**config.mk**
```make
export PLATFORM = sky130hd
export DESIGN_NAME = i2c_iaddr_master
export DESIGN_NICKNAME = d
export VERILOG_FILES = /design/src/rtl/i2c_iaddr_master.sv
export SDC_FILE = /design/constraint.sdc
export NUM_CORES = 1
export LEC_CHECK = 0
export BUFFER_PORTS_ARGS = -buffer_cell sky130_fd_sc_hd__buf_2
export CAP_MARGIN = 20
export CORE_MARGIN = 8
export CORE_UTILIZATION = 40
export DETAILED_ROUTE_END_ITERATION = 16
export PLACE_DENSITY = 0.68
export SLEW_MARGIN = 20
export SYNTH_ARGS = -nofsm -noshare
export SYNTH_HDL_FRONTEND = slang
export SYNTH_SLANG_ARGS = --single-unit
```
**constraint.sdc**
```tcl
create_clock -name clk -period 5.7 [get_ports clk]
set_input_delay 0.285 -clock clk [delete_from_list [all_inputs] [get_ports clk]]
set_output_delay 0.285 -clock clk [all_outputs]
set_load 0.01 [all_outputs]
```
**src/rtl/i2c_iaddr_master.sv**
```systemverilog
module i2c_iaddr_master #(
  parameter int DIV_W = 8
) (
  input  logic             clk,
  input  logic             rst_n,
  input  logic             cmd_valid,
  input  logic             cmd_read,
  input  logic [6:0]       cmd_dev,
  input  logic [1:0]       cmd_asize,
  input  logic [23:0]      cmd_iaddr,
  input  logic [7:0]       cmd_wdata,
  input  logic [DIV_W-1:0] div_q,
  input  logic             scl_i,
  input  logic             sda_i,
  output logic             scl_oe,
  output logic             sda_oe,
  output logic             busy,
  output logic             done,
  output logic             nack_err,
  output logic [7:0]       rdata
);

  localparam int BITS_PER_BYTE = 8;
  localparam logic [3:0] ACK_SLOT = 4'(BITS_PER_BYTE);

  typedef enum logic [1:0] {S_IDLE, S_START, S_BYTE, S_STOP} state_t;
  typedef enum logic [2:0] {G_DEVW, G_IA, G_WD, G_DEVR, G_RD} stage_t;
  typedef enum logic [1:0] {K_BYTE, K_RESTART, K_STOP} kind_t;

  state_t           state;
  stage_t           stage, nx_stage;
  kind_t            nx_kind;
  logic [DIV_W-1:0] cnt;
  logic [1:0]       ph;
  logic [3:0]       bitc;
  logic [7:0]       sh;
  logic             restart;
  logic [1:0]       ia_left, nx_ia;
  logic             rd_q;
  logic [6:0]       dev_q;
  logic [23:0]      ia_q;
  logic [7:0]       wd_q;
  logic             sda_q;
  logic             ack_hi;
  logic             busy_q, done_q, nerr_q;
  logic [7:0]       rdata_q;

  wire accept = cmd_valid && !busy_q;
  wire tick   = busy_q && (cnt == '0);
  wire tx     = (stage != G_RD);

  assign busy     = busy_q;
  assign done     = done_q;
  assign nack_err = nerr_q;
  assign rdata    = rdata_q;
  assign sda_oe   = sda_q;
  assign scl_oe   = ((state == S_BYTE) || (state == S_STOP) ||
                     (state == S_START && restart)) && !ph[1];

  function automatic logic [7:0] byte_for(stage_t g, logic [1:0] left,
                                          logic [6:0] dv, logic [23:0] ia,
                                          logic [7:0] wd);
    case (g)
      G_DEVW:  byte_for = {dv, 1'b0};
      G_DEVR:  byte_for = {dv, 1'b1};
      G_WD:    byte_for = wd;
      G_IA:    byte_for = (left == 2'd3) ? ia[23:16] :
                          (left == 2'd2) ? ia[15:8] : ia[7:0];
      default: byte_for = 8'h00;
    endcase
  endfunction

  always_comb begin
    nx_stage = stage;
    nx_ia    = ia_left;
    nx_kind  = K_BYTE;
    case (stage)
      G_DEVW: nx_stage = (ia_left != 2'd0) ? G_IA : G_WD;
      G_IA: begin
        if (ia_left > 2'd1) begin
          nx_ia = ia_left - 2'd1;
        end else begin
          nx_ia    = 2'd0;
          nx_stage = rd_q ? G_DEVR : G_WD;
          nx_kind  = rd_q ? K_RESTART : K_BYTE;
        end
      end
      G_DEVR:  nx_stage = G_RD;
      default: nx_kind = K_STOP;
    endcase
    if (tx && ack_hi) nx_kind = K_STOP;
  end

  always_ff @(posedge clk or negedge rst_n) begin
    if (!rst_n) begin
      cnt <= '0;
    end else if (accept) begin
      cnt <= div_q;
    end else if (busy_q) begin
      cnt <= (cnt == '0) ? div_q : cnt - 1'b1;
    end
  end

  always_ff @(posedge clk or negedge rst_n) begin
    if (!rst_n) begin
      state   <= S_IDLE;
      stage   <= G_DEVW;
      ph      <= 2'd0;
      bitc    <= 4'd0;
      sh      <= 8'h00;
      restart <= 1'b0;
      ia_left <= 2'd0;
      rd_q    <= 1'b0;
      dev_q   <= 7'd0;
      ia_q    <= 24'd0;
      wd_q    <= 8'd0;
      sda_q   <= 1'b0;
      ack_hi  <= 1'b0;
      busy_q  <= 1'b0;
      done_q  <= 1'b0;
      nerr_q  <= 1'b0;
      rdata_q <= 8'h00;
    end else begin
      done_q <= 1'b0;
      if (accept) begin
        rd_q    <= cmd_read;
        dev_q   <= cmd_dev;
        ia_q    <= cmd_iaddr;
        wd_q    <= cmd_wdata;
        ia_left <= cmd_asize;
        stage   <= (cmd_read && cmd_asize == 2'd0) ? G_DEVR : G_DEVW;
        busy_q  <= 1'b1;
        nerr_q  <= 1'b0;
        restart <= 1'b0;
        ack_hi  <= 1'b0;
        state   <= S_START;
        ph      <= 2'd0;
      end else if (tick) begin
        ph <= ph + 2'd1;
        case (state)
          S_START: begin
            if (restart && ph == 2'd0) sda_q <= 1'b0;
            if (!restart && ph == 2'd1) sda_q <= 1'b1;
            if (restart && ph == 2'd2) sda_q <= 1'b1;
            if (ph == 2'd3) begin
              state <= S_BYTE;
              bitc  <= 4'd0;
              sh    <= byte_for(stage, ia_left, dev_q, ia_q, wd_q);
            end
          end
          S_BYTE: begin
            if (ph == 2'd0) sda_q <= tx && (bitc < ACK_SLOT) && !sh[7];
            if (ph == 2'd2) begin
              if (bitc < ACK_SLOT && !tx) sh <= {sh[6:0], sda_i};
              if (bitc == ACK_SLOT) ack_hi <= sda_i;
            end
            if (ph == 2'd3) begin
              if (bitc < ACK_SLOT) begin
                bitc <= bitc + 4'd1;
                if (tx) sh <= {sh[6:0], 1'b0};
              end else begin
                if (stage == G_RD) rdata_q <= sh;
                if (tx && ack_hi) nerr_q <= 1'b1;
                case (nx_kind)
                  K_STOP: state <= S_STOP;
                  K_RESTART: begin
                    state   <= S_START;
                    restart <= 1'b1;
                    stage   <= nx_stage;
                    ia_left <= nx_ia;
                  end
                  default: begin
                    stage   <= nx_stage;
                    ia_left <= nx_ia;
                    bitc    <= 4'd0;
                    sh      <= byte_for(nx_stage, nx_ia, dev_q, ia_q, wd_q);
                  end
                endcase
              end
            end
          end
          S_STOP: begin
            if (ph == 2'd0) sda_q <= 1'b1;
            if (ph == 2'd2) sda_q <= 1'b0;
            if (ph == 2'd3) begin
              state  <= S_IDLE;
              busy_q <= 1'b0;
              done_q <= 1'b1;
            end
          end
          default: state <= S_IDLE;
        endcase
      end
    end
  end


  idle_release_chk: assert property (@(posedge clk) disable iff (!rst_n)
    !busy_q |-> (!scl_oe && !sda_oe));


  sda_stable_chk: assert property (@(posedge clk) disable iff (!rst_n)
    (scl_i && $past(scl_i) && state == S_BYTE && $past(state) == S_BYTE)
      |-> $stable(sda_oe));


  scl_tick_chk: assert property (@(posedge clk) disable iff (!rst_n)
    (busy_q && !tick) |=> $stable(scl_oe));


  master_nack_chk: assert property (@(posedge clk) disable iff (!rst_n)
    (state == S_BYTE && stage == G_RD && bitc == ACK_SLOT) |-> !sda_oe);


  nack_hold_chk: assert property (@(posedge clk) disable iff (!rst_n)
    (nerr_q && !accept) |=> nerr_q);


  done_idle_chk: assert property (@(posedge clk) disable iff (!rst_n)
    done_q |-> !busy_q);


  ignore_busy_chk: assert property (@(posedge clk) disable iff (!rst_n)
    (busy_q && cmd_valid) |=> ($stable(dev_q) && $stable(wd_q) && $stable(ia_q)));

endmodule

```
=== Word level (Yosys, flattened, before mapping) ===
Cells that the tools add are included.

* Add/subtract/negate cells: 4
* $lt $le $gt $ge: 2
* Equal/unequal tests: 34
* Muxes and demuxes: 87
* Bitwise logic cells: 2
* Reduce and logical (&&, ||, !) cells: 48

{| class="wikitable"
|+ Operator list
! kind !! count
|-
| 8-bit two-way mux || 14
|-
| 8-bit one-hot mux with 4 select lines || 2
|-
| 2-bit two-way mux || 19
|-
| 1-bit two-way mux || 34
|-
| 6-bit AND reduction || 4
|-
| 2-bit nonzero test || 11
|-
| 3-bit two-way mux || 7
|-
| 2-bit == test (second input constant) || 9
|-
| 4-bit two-way mux || 4
|-
| 8-bit one-hot mux with 2 select lines || 1
|-
| 5-bit AND reduction || 3
|-
| 3-bit by 2-bit == test with 1-bit output (second input constant) || 4
|-
| 1-bit logical AND || 12
|-
| 3-bit by 2-bit inequality test with 1-bit output (second input constant) || 4
|-
| 3-bit one-hot mux with 3 select lines || 1
|-
| 8-bit logical NOT || 1
|-
| 2-bit one-hot mux with 2 select lines || 2
|-
| 4-bit one-hot mux with 2 select lines || 1
|-
| 4-bit AND reduction || 2
|-
| 8-bit by 1-bit subtractor with 8-bit output (second input constant) || 1
|-
| 2-bit by 1-bit == test with 1-bit output (second input constant) || 3
|-
| 3-bit by 1-bit == test with 1-bit output (second input constant) || 2
|-
| 3-bit logical NOT || 2
|-
| 2-bit by 1-bit inequality test with 1-bit output (second input constant) || 3
|-
| other kinds (21) || 31
|}

* Register bits: 83
* Bits of input ports: 55
* Output and inout port bits: 13

=== Depth between registers and ports, before layout ===
Gate-level depths: netlist of the first run.

* Depth after elaboration: 11
* Gate-level depth with buffers: 12

=== Worst setup path after synthesis of the first run ===
Ideal clock, no wire load.

* Kind: register to register
* Start point: reg stage[2]
* End point: reg sh[2]
* Setup time: 0.132 ns
* Arrival: 2.923 ns
* Data required time: 5.568 ns
* Path slack: 2.645 ns
* Cell stages (with the launch flop): 13
* Clock period less this slack: 3.055 ns
* Cell sequence: dfrtp_1 clkbuf_1 nor3b_2 and3_1 clkbuf_1 nand2_1 ha_1 and3_1 o211ai_1 nor3_1 a221o_1 a222oi_1 o21ai_1

* Cells in the longest elaborated chain, start to end: 10
* Elaborated cells between the ends (all ways): 35
* Those cells by class: eq/ne (11); mux (17); reduce/logical (7)

{| class="wikitable"
|+ RTL lines
! element !! line !! source
|-
| start: declaration || 31 || <nowiki>stage_t stage, nx_stage;</nowiki>
|-
| start signal: assignment || 131 || <nowiki>stage <= (cmd_read && cmd_asize == 2'd0) ? G_DEVR : G_DEVW;</nowiki>
|-
| start signal: assignment || 169 || <nowiki>stage <= nx_stage;</nowiki>
|-
| start signal: assignment || 173 || <nowiki>stage <= nx_stage;</nowiki>
|-
| 3-bit by 1-bit == test with 1-bit output (tied with other cells) || 63, 77 ||
|-
| 2-bit two-way mux / 2-bit OR reduction (equally long branches) || - ||
|-
| 2-bit == test / 2-bit one-hot mux with 2 select lines (equally long branches) || 68, 77 ||
|-
| 8-bit two-way mux / 2-bit two-way mux (equally long branches) || 68, 91 ||
|-
| 8-bit two-way mux (tied with other cells) || 67 || <nowiki>G_IA: byte_for = (left == 2'd3) ? ia[23:16] :</nowiki>
|-
| 8-bit one-hot mux with 4 select lines / 2-bit OR reduction (equally long branches) || - ||
|-
| 8-bit two-way mux || 164 || <nowiki>case (nx_kind)</nowiki>
|-
| 8-bit two-way mux || 158 || <nowiki>if (bitc < ACK_SLOT) begin</nowiki>
|-
| 8-bit two-way mux || 157 || <nowiki>if (ph == 2'd3) begin</nowiki>
|-
| 8-bit one-hot mux with 2 select lines * || 140 || <nowiki>case (state)</nowiki>
|-
| end signal: assignment || 148 || <nowiki>sh <= byte_for(stage, ia_left, dev_q, ia_q, wd_q);</nowiki>
|-
| end signal: assignment || 154 || <nowiki>if (bitc < ACK_SLOT && !tx) sh <= {sh[6:0], sda_i};</nowiki>
|-
| end signal: assignment || 160 || <nowiki>if (tx) sh <= {sh[6:0], 1'b0};</nowiki>
|-
| end: declaration || 36 || <nowiki>logic [7:0] sh;</nowiki>
|}

Mark *: on every way between the ends. The rest lies on a longest branch, timed or not. The select of a mux whose other input is x is not followed.
A chain may end at the register's enable or synchronous reset.

=== Worst setup path after layout of the first run ===
* Start point: reg stage[0]
* End point: reg sh[3]

Same word-level chain as after synthesis.

==> impl_metrics.yaml, run 1 <==
status:
  outcome: "complete, but fails checks"
  violations: "hold timing"
yosys:
  syn-num-nets: 651
  synth.area.top_cells: "dfrtp_1, nand2_1, mux2_2, a21oi_1, ha_1"
  synth_top_area_cell: "dfrtp_1"
  ys_warn_count: 0
  syn_area_mm2: 0.00496
  synth_top_cell_area_share_pct: 41.9
  ys_async_sr_fraction_pct: 100
  synth_fa_ha_area_share_pct: 3.53
  muxShareOfSynthArea_pct: 7.45
  synth_top_family_by_area: "simple AND/OR/NAND/NOR gates"
  yosys.area_share.simple_pct: 24.6
  synth.distinct_cells: 64
  synth_compound_gate_area_share_pct: 18.2
  seq_area_frac_synth_pct: 41.9
  syn_inst: 582
  synth_edf_count: 0
  yosys_most_used_dff: "dfrtp_1"
  synth-seq-cells: 83
  syn_avg_cell_area_um2: 8.52
  synth-xor-area-share_pct: 0
timing:
  holdWs_ps: -37.7
  finalSetupViolations: 0
  fmax_mhz: 267
  tightestPinTransition_ps: 876
  period_needed_ps: 3740
  setup_tns_ps: 0
  hold_viol_final: 28
  maxSlewViolCount: 0
  relSlewSlack_pct: 41.4
  period_share_pct: 65.7
  worst_clock_skew_ps: 8.18
  rsz0062_at_grt: "no"
floorplanning:
  core_mm2: 0.0121
  row_count: 40
  chipWidth_um: 127
  fp.dieH_um: 127
  ioPinCount: 68
  start_util_pct: 41.1
  die-area_mm2: 0.0162
cells_and_area:
  antenna_cells: 0
  num-fill-cells: 1186
  drive_gt1_share_pct: 18.2
  syn_to_final_growth_pct: 14.5
  fin_nets: 696
detailed_routing:
  dr.pass1.iters: 5
  drt_iter0_drc: 382
  drcViolationCount: 0
  ant_nets: 0
  vias: 4414
  vias_per_cell: 5.52
  wl_per_cell_um: 16.4
  wl_mm: 13.1
clocking:
  numCtsBuffers: 9
  root_buffer: "clkbuf_16"
  postCtsSetupBuffers: 0
  clockBufferDepth: 2
  clock_latency_ps: 340
  clk_pin_slew_ps: 60
  cts_tree: "yes"
  cts-htree-levels: 3
  cts_sinks: 83
  cts_hold_buf: 0
  cts_resized: 0
min_path:
  hp-class: "in -> async"
setup_path:
  critPathMaxFanout: 27
  worstPathArrival_ps: 3940
  required_ps: 5900
  crit_type: "reg -> reg"
  cp-start-kind: "flip-flop"
  cp-end-kind: "flip-flop"
power:
  power.density_mw_per_mm2: 475
  p_leak_nw: 2.75
  ir_worst_vdd_mv: 0.166
  total_power_mw: 2.70
global_route:
  antenna_found_initial: 0
  grt_pass1_wl_mm: 21.9
  grt_pass1_vias: 4366
  grt_overflow: 0
  grt.total_usage_pct: 16.4
  grt_max_degree: 84
run:
  cap_violations: 0
placement:
  gp_congestion: 0.867
  port_buffers: 66
  dp_hpwl_mm: 9.49
[placed cells by master (no fill, tap or decap), types with 6 or more instances in the layout]
cell type	n
a21oi_1	37
a221o_1	11
and3_1	14
buf_2	65
clkbuf_16	9
dfrtp_1	83
ha_1	14
inv_1	15
mux2_2	19
mux2i_1	14
nand2_1	152
nand3_1	6
nor2_1	35
nor2b_1	6
nor3_1	18
o211ai_1	6
o21ai_0	35
[state kept, by name, indices dropped and copies added (netlist names), 3 cells and up]
name	cells
cnt	8
bitc	4
ia_q	24
rdata	8
wd_q	8
sh	8
stage	3
dev_q	7
[layer usage]
| layer | track usage [%] | up-vias | part of all wire [%] |
|---|---|---|---|
| met1 | 21.8 | 2120 | 47 |
| li1 | - | 2151 | - |
| met4 | 5.88 | 0 | 1.1 |
| met2 | 26.1 | 134 | 47 |
| met5 | 0 | - | 0 |
| met3 | 2.91 | 9 | 5.2 |
[synth_stat cells, types with 7 or more instances]
library cell  count
nor3_1           18
nor2b_1           7
a221o_1          11
ha_1             14
and3_1           14
clkbuf_1         24
nand2_1         152
inv_1            15
dfrtp_1          83
a21oi_1          37
mux2_2           19
nor2_1           35
o21ai_0          35
mux2i_1          14
[through the flow]
step,cell area [µm²],setup WS (ps),utilization [%],instances
2_1_floorplan,4960,2650,-,582
3_3_place_gp,5380,2190,44.6,784
3_5_place_dp,5380,2070,44.6,784
4_1_cts,5670,2050,47.0,800
5_1_grt,5680,1720,47.1,800
6_report,5680,1960,47.1,800
[worst paths after layout]
path	startpoint	to	slack, ps	depth (start not counted)
max	stage[0]	sh[3]	1960	10
min	rst_n	cnt[5]	-40	1
max reg2reg	stage[0]	sh[3]	1960	10
min reg2reg	ia_q[20]	ia_q[20]	490	2
max in group asynchronous	rst_n	bitc[0]	5190	1
min in group clk	cmd_iaddr[19]	ia_q[19]	140	3
[cell families after synthesis]
logic type / after synthesis
DFF: 83
muxes: 34
AOI/OAI and AO/OA: 138
and+or+nand+nor: 262
buffers and inverters: 51
adders and majority gates: 14
[power breakdown]
group	total (mW)	leakage [nW]	switching (mW)	internal, mW
registers	1.07	1.06	0.279	0.788
clock network	0.575	0.152	0.228	0.347
logic	1.06	1.54	0.581	0.474
total	2.70	2.75	1.09	1.61
[critical path, cell delays in order (launching register included)]
cell	delay (ps)
dfrtp_1	900
nor3b_2	310
and3_1	370
nand2_1	120
ha_1	340
and3_1	210
o211ai_1	300
nor3_1	190
a221o_1	350
a222oi_1	380
o21ai_1	100
[area by class of cell]
cell class                 instances  area (µm²)  share of cell area (%)
clock buffer                      10         239                    4.21
clock inverter                     6        55.1                   0.970
inverter                          15        56.3                   0.992
multi-input combinational        448        2670                    47.1
sequential                        83        2080                    36.6
tap                              168         210                    3.70
timing repair buffer              70         367                    6.46
Power figures use the tool's default switching activity.
==> run 2: changes to the inputs <==
--- a/config.mk
+++ b/config.mk
@@ -5,6 +5,7 @@
 export SDC_FILE = /design/constraint.sdc
 export NUM_CORES = 1
 export LEC_CHECK = 0
+export ABC_AREA = 1
 export BUFFER_PORTS_ARGS = -buffer_cell sky130_fd_sc_hd__buf_2
 export CAP_MARGIN = 20
 export CORE_MARGIN = 8
==> constraint.sdc (replaced) <==
create_clock -name clk -period 3.8 [get_ports clk]
set_input_delay 0.19 -clock clk [delete_from_list [all_inputs] [get_ports clk]]
set_output_delay 0.19 -clock clk [all_outputs]
set_load 0.01 [all_outputs]
==> impl_metrics.yaml, run 2 <==
floorplanning:
  start_util_pct: 40.8
  ioPinCount: 68
  core_mm2: 0.0120
  chipWidth_um: 127
  row_count: 40
  die-area_mm2: 0.0160
  fp.dieH_um: 127
setup_path:
  crit_slowest_cell: "ha_1"
  worstPathArrival_ps: 2430
  cp-end-kind: "output pin"
  path_cells: "inv_1 -> ha_1 -> clkinv_1 -> a31oi_1 -> buf_2"
  required_ps: 3610
  slowest_delay_ps: 600
  critPathMaxFanout: 17
  crit_buf_inv: 3
  ff2ff_path_depth: 16
  crit_type: "reg -> out"
  crit_start: "state[0]"
  timing.rr.start: "stage[2]"
  cpLargestDelayFamily: "buffers and inverters"
  cp-start-kind: "flip-flop"
  critical_path_depth: 5
  worst_r2r_endpoint: "sh[1]"
  ff2ff_setup_slack_ps: 1280
  crit_path_end: "scl_oe"
global_route:
  met3_usage_pct: 4.23
  grt.total_usage_pct: 16.5
  grt_pass1_vias: 4665
  use_met1_pct: 20.3
  grt_max_degree: 84
  antenna_found_initial: 0
  top_usage_layer: "met2"
  grt_pass1_wl_mm: 21.7
  grt_overflow: 0
  grt_use_met2_pct: 27.4
cells_and_area:
  num-fill-cells: 1212
  syn_to_final_growth_pct: 16.1
  multi_input_area_mm2: 0.00240
  antenna_cells: 0
  largest_register_ffs: 24
  drive_gt1_share_pct: 15.1
  final_common_cell: "nand2_1"
  fin_nets: 791
  stdcell_area_mm2: 0.00567
  regMostFlops: "ia_q"
  seqCellArea_mm2: 0.00208
  layout_common_cells: "nand2_1, dfrtp_1, inv_1, buf_2, o21ai_0"
yosys:
  synth_top_area_cell: "dfrtp_1"
  syn_inst: 662
  synth_edf_count: 0
  synth.distinct_cells: 41
  synth_top_cell_area_share_pct: 42.5
  syn_avg_cell_area_um2: 7.38
  syn_area_mm2: 0.00489
  seq_area_frac_synth_pct: 42.5
  syn-num-nets: 731
  synthTopCellsByCount: "nand2_1, dfrtp_1, inv_1"
  yosys_most_used_dff: "dfrtp_1"
  ys_warn_count: 0
  synth.area.top_cells: "dfrtp_1, nand2_1, inv_1, o21ai_0, nand3_1"
  ys_async_sr_fraction_pct: 100
  yosysMostFrequentCell: "nand2_1"
  synth-seq-cells: 83
clocking:
  cts_tree: "yes"
  root_buffer: "clkbuf_16"
  postCtsSetupBuffers: 0
  cts-htree-levels: 3
  cts_resized: 0
  clockBufferDepth: 2
  clk_pin_slew_ps: 60
  cts_sinks: 83
  clock_latency_ps: 350
  numCtsBuffers: 9
detailed_routing:
  vias_per_cell: 5.23
  dr.pass1.iters: 5
  wl_per_cell_um: 14.5
  drcViolationCount: 0
  ant_nets: 0
  drt_iter0_drc: 298
  wl_mm: 12.6
  vias: 4571
power:
  total_power_mw: 3.13
  ir_worst_vdd_mv: 0.226
  p_leak_nw: 2.89
  power.density_mw_per_mm2: 552
status:
  outcome: "complete, no violations"
run:
  cap_violations: 0
timing:
  finalSetupViolations: 0
  setup_tns_ps: 0
  period_share_pct: 69.0
  period_needed_ps: 2620
  worst_clock_skew_ps: 6.44
  rsz0062_at_grt: "no"
  hold_viol_final: 0
  relSlewSlack_pct: 42.8
  tightestPinTransition_ps: 852
  fmax_mhz: 382
  maxSlewViolCount: 0
placement:
  dp_hpwl_mm: 9.07
  place_area_mm2: 0.00533
  gp_congestion: 0.911
  port_buffers: 66
min_path:
  hp-class: "in -> reg"
run 2: area by class of cell:
cell class / count / area share, %
multi-input combinational: 472 / 42.3
sequential: 83 / 36.6
inverter: 88 / 5.82
clock inverter: 5 / 1.32
clock buffer: 11 / 4.46
tap: 147 / 3.24
timing repair buffer: 68 / 6.24
run 2: power breakdown:
group / internal [mW] / switching [mW] / leakage (nW)
logic: 0.361 / 0.606 / 1.68
registers: 1.06 / 0.142 / 1.05
clock network: 0.608 / 0.357 / 0.165
run 2: worst min-delay path by stage:
stage,startpoint,to,cells after the start
floorplan,rst_n,ack_hi,0
global placement,cmd_wdata[7],wd_q[7],3
detailed placement,cmd_wdata[7],wd_q[7],3
CTS,cmd_wdata[7],wd_q[7],3
global route,cmd_iaddr[7],ia_q[7],3
finish,cmd_wdata[7],wd_q[7],3
run 2: what timing repair did:
action	CTS	global route
hold buffers	0	1
endpoints found under the setup margin	0	0
hold endpoints to repair	0	40
run 2: layer usage:
layer	routed length (µm)	vias up
met2	6040	119
met1	5740	2156
met5	0	-
met3	652	16
met4	207	0
li1	-	2280
run 2: kinds of logic after synthesis:
group | share of synthesized area (%)
xor gates and xnor gates | 0.717
AOI/OAI and AO/OA | 15.9
adders and majority gates | 3.59
DFF | 42.5
and+or+nand+nor | 28.8
buffers and inverters | 8.53
run 2: worst reg2reg max path, delay by kind of cell (launching register included):
| kind | cells | cell delay (ps) |
|---|---|---|
| AOI/OAI and AO/OA | 5 | 540 |
| DFF | 1 | 440 |
| buffers and inverters | 4 | 400 |
| and+or+nand+nor | 6 | 720 |
| adders and majority gates | 1 | 310 |
run 2: metrics by stage:
step	setup slack, ps	util [%]	std cells	hold WS, ps
6_report	1180	47.4	874	40.5
4_1_cts	1190	47.3	873	32.9
2_1_floorplan	1650	-	662	-106
3_3_place_gp	1400	44.6	857	391
5_1_grt	999	47.4	874	43.5
3_5_place_dp	1340	44.6	857	399
==> run 3: changes to the inputs <==
==> constraint.sdc (replaced) <==
create_clock -name clk -period 2.59 [get_ports clk]
set_input_delay 0.1295 -clock clk [delete_from_list [all_inputs] [get_ports clk]]
set_output_delay 0.1295 -clock clk [all_outputs]
set_load 0.01 [all_outputs]
==> impl_metrics.yaml, run 3 (synthesized netlist as in run 2, its figures left out) <==
cells_and_area:
  drive_gt1_share_pct: 16.1
  antenna_cells: 0
  syn_to_final_growth_pct: 24.1
  final_common_cell: "nand2_1"
  fin_nets: 830
  seqCellArea_mm2: 0.00208
  num-fill-cells: 1168
  regMostFlops: "ia_q"
  largest_register_ffs: 24
  multi_input_area_mm2: 0.00241
  stdcell_area_mm2: 0.00607
  layout_common_cells: "nand2_1, dfrtp_1, inv_1, buf_2, o21ai_0"
setup_path:
  cp-start-kind: "flip-flop"
  path_cells: "inv_4 -> nand2_1 -> nor2_4 -> nand2_2 -> nor2_4 -> inv_1 -> ha_1 -> inv_1 -> o21ai_1 -> inv_2 -> o21ai_1 -> o21ai_1 -> o21ai_0 -> nand2_1 -> nand2_1 -> a21boi_1"
  crit_slowest_cell: "dfrtp_2"
  required_ps: 2860
  cp-end-kind: "flip-flop"
  slowest_delay_ps: 450
  critPathMaxFanout: 9
  worstPathArrival_ps: 2600
  ff2ff_path_depth: 16
  crit_type: "reg -> reg"
clocking:
  cts_tree: "yes"
  cts_sinks: 83
  numCtsBuffers: 9
  clk_pin_slew_ps: 60
  clockBufferDepth: 2
  root_buffer: "clkbuf_16"
  clock_latency_ps: 350
  cts-htree-levels: 3
timing:
  finalSetupViolations: 0
  hold_viol_final: 0
  period_needed_ps: 2330
  relSlewSlack_pct: 53.1
  worst_clock_skew_ps: 6.03
  period_share_pct: 89.8
  tightestPinTransition_ps: 704
  maxSlewViolCount: 0
  fmax_mhz: 430
  fin_ws_ps: 264
  setup_tns_ps: 0
  rsz0062_at_grt: "no"
detailed_routing:
  wl_per_cell_um: 14.6
  wl_mm: 13.3
  vias_per_cell: 5.23
  drt_iter0_drc: 316
  dr.pass1.iters: 5
  drcViolationCount: 0
  vias: 4772
  ant_nets: 0
placement:
  dp_hpwl_mm: 9.41
  port_buffers: 66
  place_area_mm2: 0.00540
  gp_congestion: 0.902
  dpl_worst_slack_ps: 139
power:
  ir_worst_vdd_mv: 0.430
  p_leak_nw: 3.06
  power.density_mw_per_mm2: 770
  total_power_mw: 4.67
floorplanning:
  fp.dieH_um: 127
  die-area_mm2: 0.0160
  core_mm2: 0.0120
  ioPinCount: 68
  row_count: 40
  start_util_pct: 40.8
  chipWidth_um: 127
min_path:
  hp-class: "in -> reg"
  hold-path-cell-count: 3
global_route:
  grt.total_usage_pct: 17.6
  grt_pass1_vias: 4823
  antenna_found_initial: 0
  grt_overflow: 0
  grt_pass1_wl_mm: 22.9
  grt_max_degree: 63
run:
  cap_violations: 0
status:
  outcome: "complete, no violations"
==> run 3: cell types whose count changed in the layout (fill, tap and decap cells not counted), moves of 2 or more <==
cell,before,now
dfrtp_1,83,81
dlygate4sd3_1,1,31
nor2_4,3,5
buf_4,1,10
dfrtp_2,0,2
==> run 3: final timing paths <==
check	startpoint	to	slack, ps
setup / recovery	stage[2]	sh[1]	260
hold / removal	cmd_dev[0]	dev_q[0]	9
setup reg to reg	stage[2]	sh[1]	260
hold reg to reg	ia_q[20]	ia_q[20]	480
max in group asynchronous	rst_n	stage[2]	1560
min in group asynchronous	rst_n	cnt[4]	380
==> run 3: cell type report <==
cell class | instances | share of cell area [%]
multi-input cells | 472 | 39.8
flip-flops and latches | 83 | 34.3
repair buffers | 107 | 12.0
inverters | 88 | 5.49
clock buffers | 10 | 3.94
well taps | 147 | 3.03
clock inverters | 6 | 1.44
==> run 3: metrics by stage <==
step | util, % | hold WS [ps] | std cells
floorplan | - | -166 | 662
global placement | 45.2 | 214 | 865
detailed placement | 45.2 | 232 | 865
CTS | 50.5 | 1.80 | 912
global route | 50.7 | 7.28 | 913
finish | 50.7 | 9.07 | 913
==> run 3: power by group <==
group / internal (mW) / switching (mW) / leakage (nW) / total, mW
Combinational: 0.586 / 0.935 / 1.85 / 1.52
Sequential: 1.55 / 0.194 / 1.04 / 1.75
Clock: 0.872 / 0.532 / 0.163 / 1.40
==> run 3: layer usage <==
layer  routed length, µm  vias up  GRT usage (%)  part of all wire (%)
met2                6520      143           29.3                    49
li1                    -     2363              -                     -
met5                   0        -              0                     0
met1                5740     2245           21.2                    43
met3                 780       21           4.78                   5.9
met4                 246        0           6.65                   1.9
==> run 3: timing repair <==
item / 4_1_cts / 5_1_grt
hold buffers: 31 / 0
endpoints found under the setup margin: 0 / 9
hold endpoints to repair: 82 / 0
resized for setup: 0 / 7
setup buffers: 0 / 1
==> run 3: worst max-delay path, delay by kind of cell (launching register included) <==
family,cells,cell delay [ps]
flip-flops,1,450
AND/OR/NAND/NOR,6,620
buffers and inverters,4,380
AO/OA/AOI/OAI,5,500
adder cells (fa/ha/maj),1,320
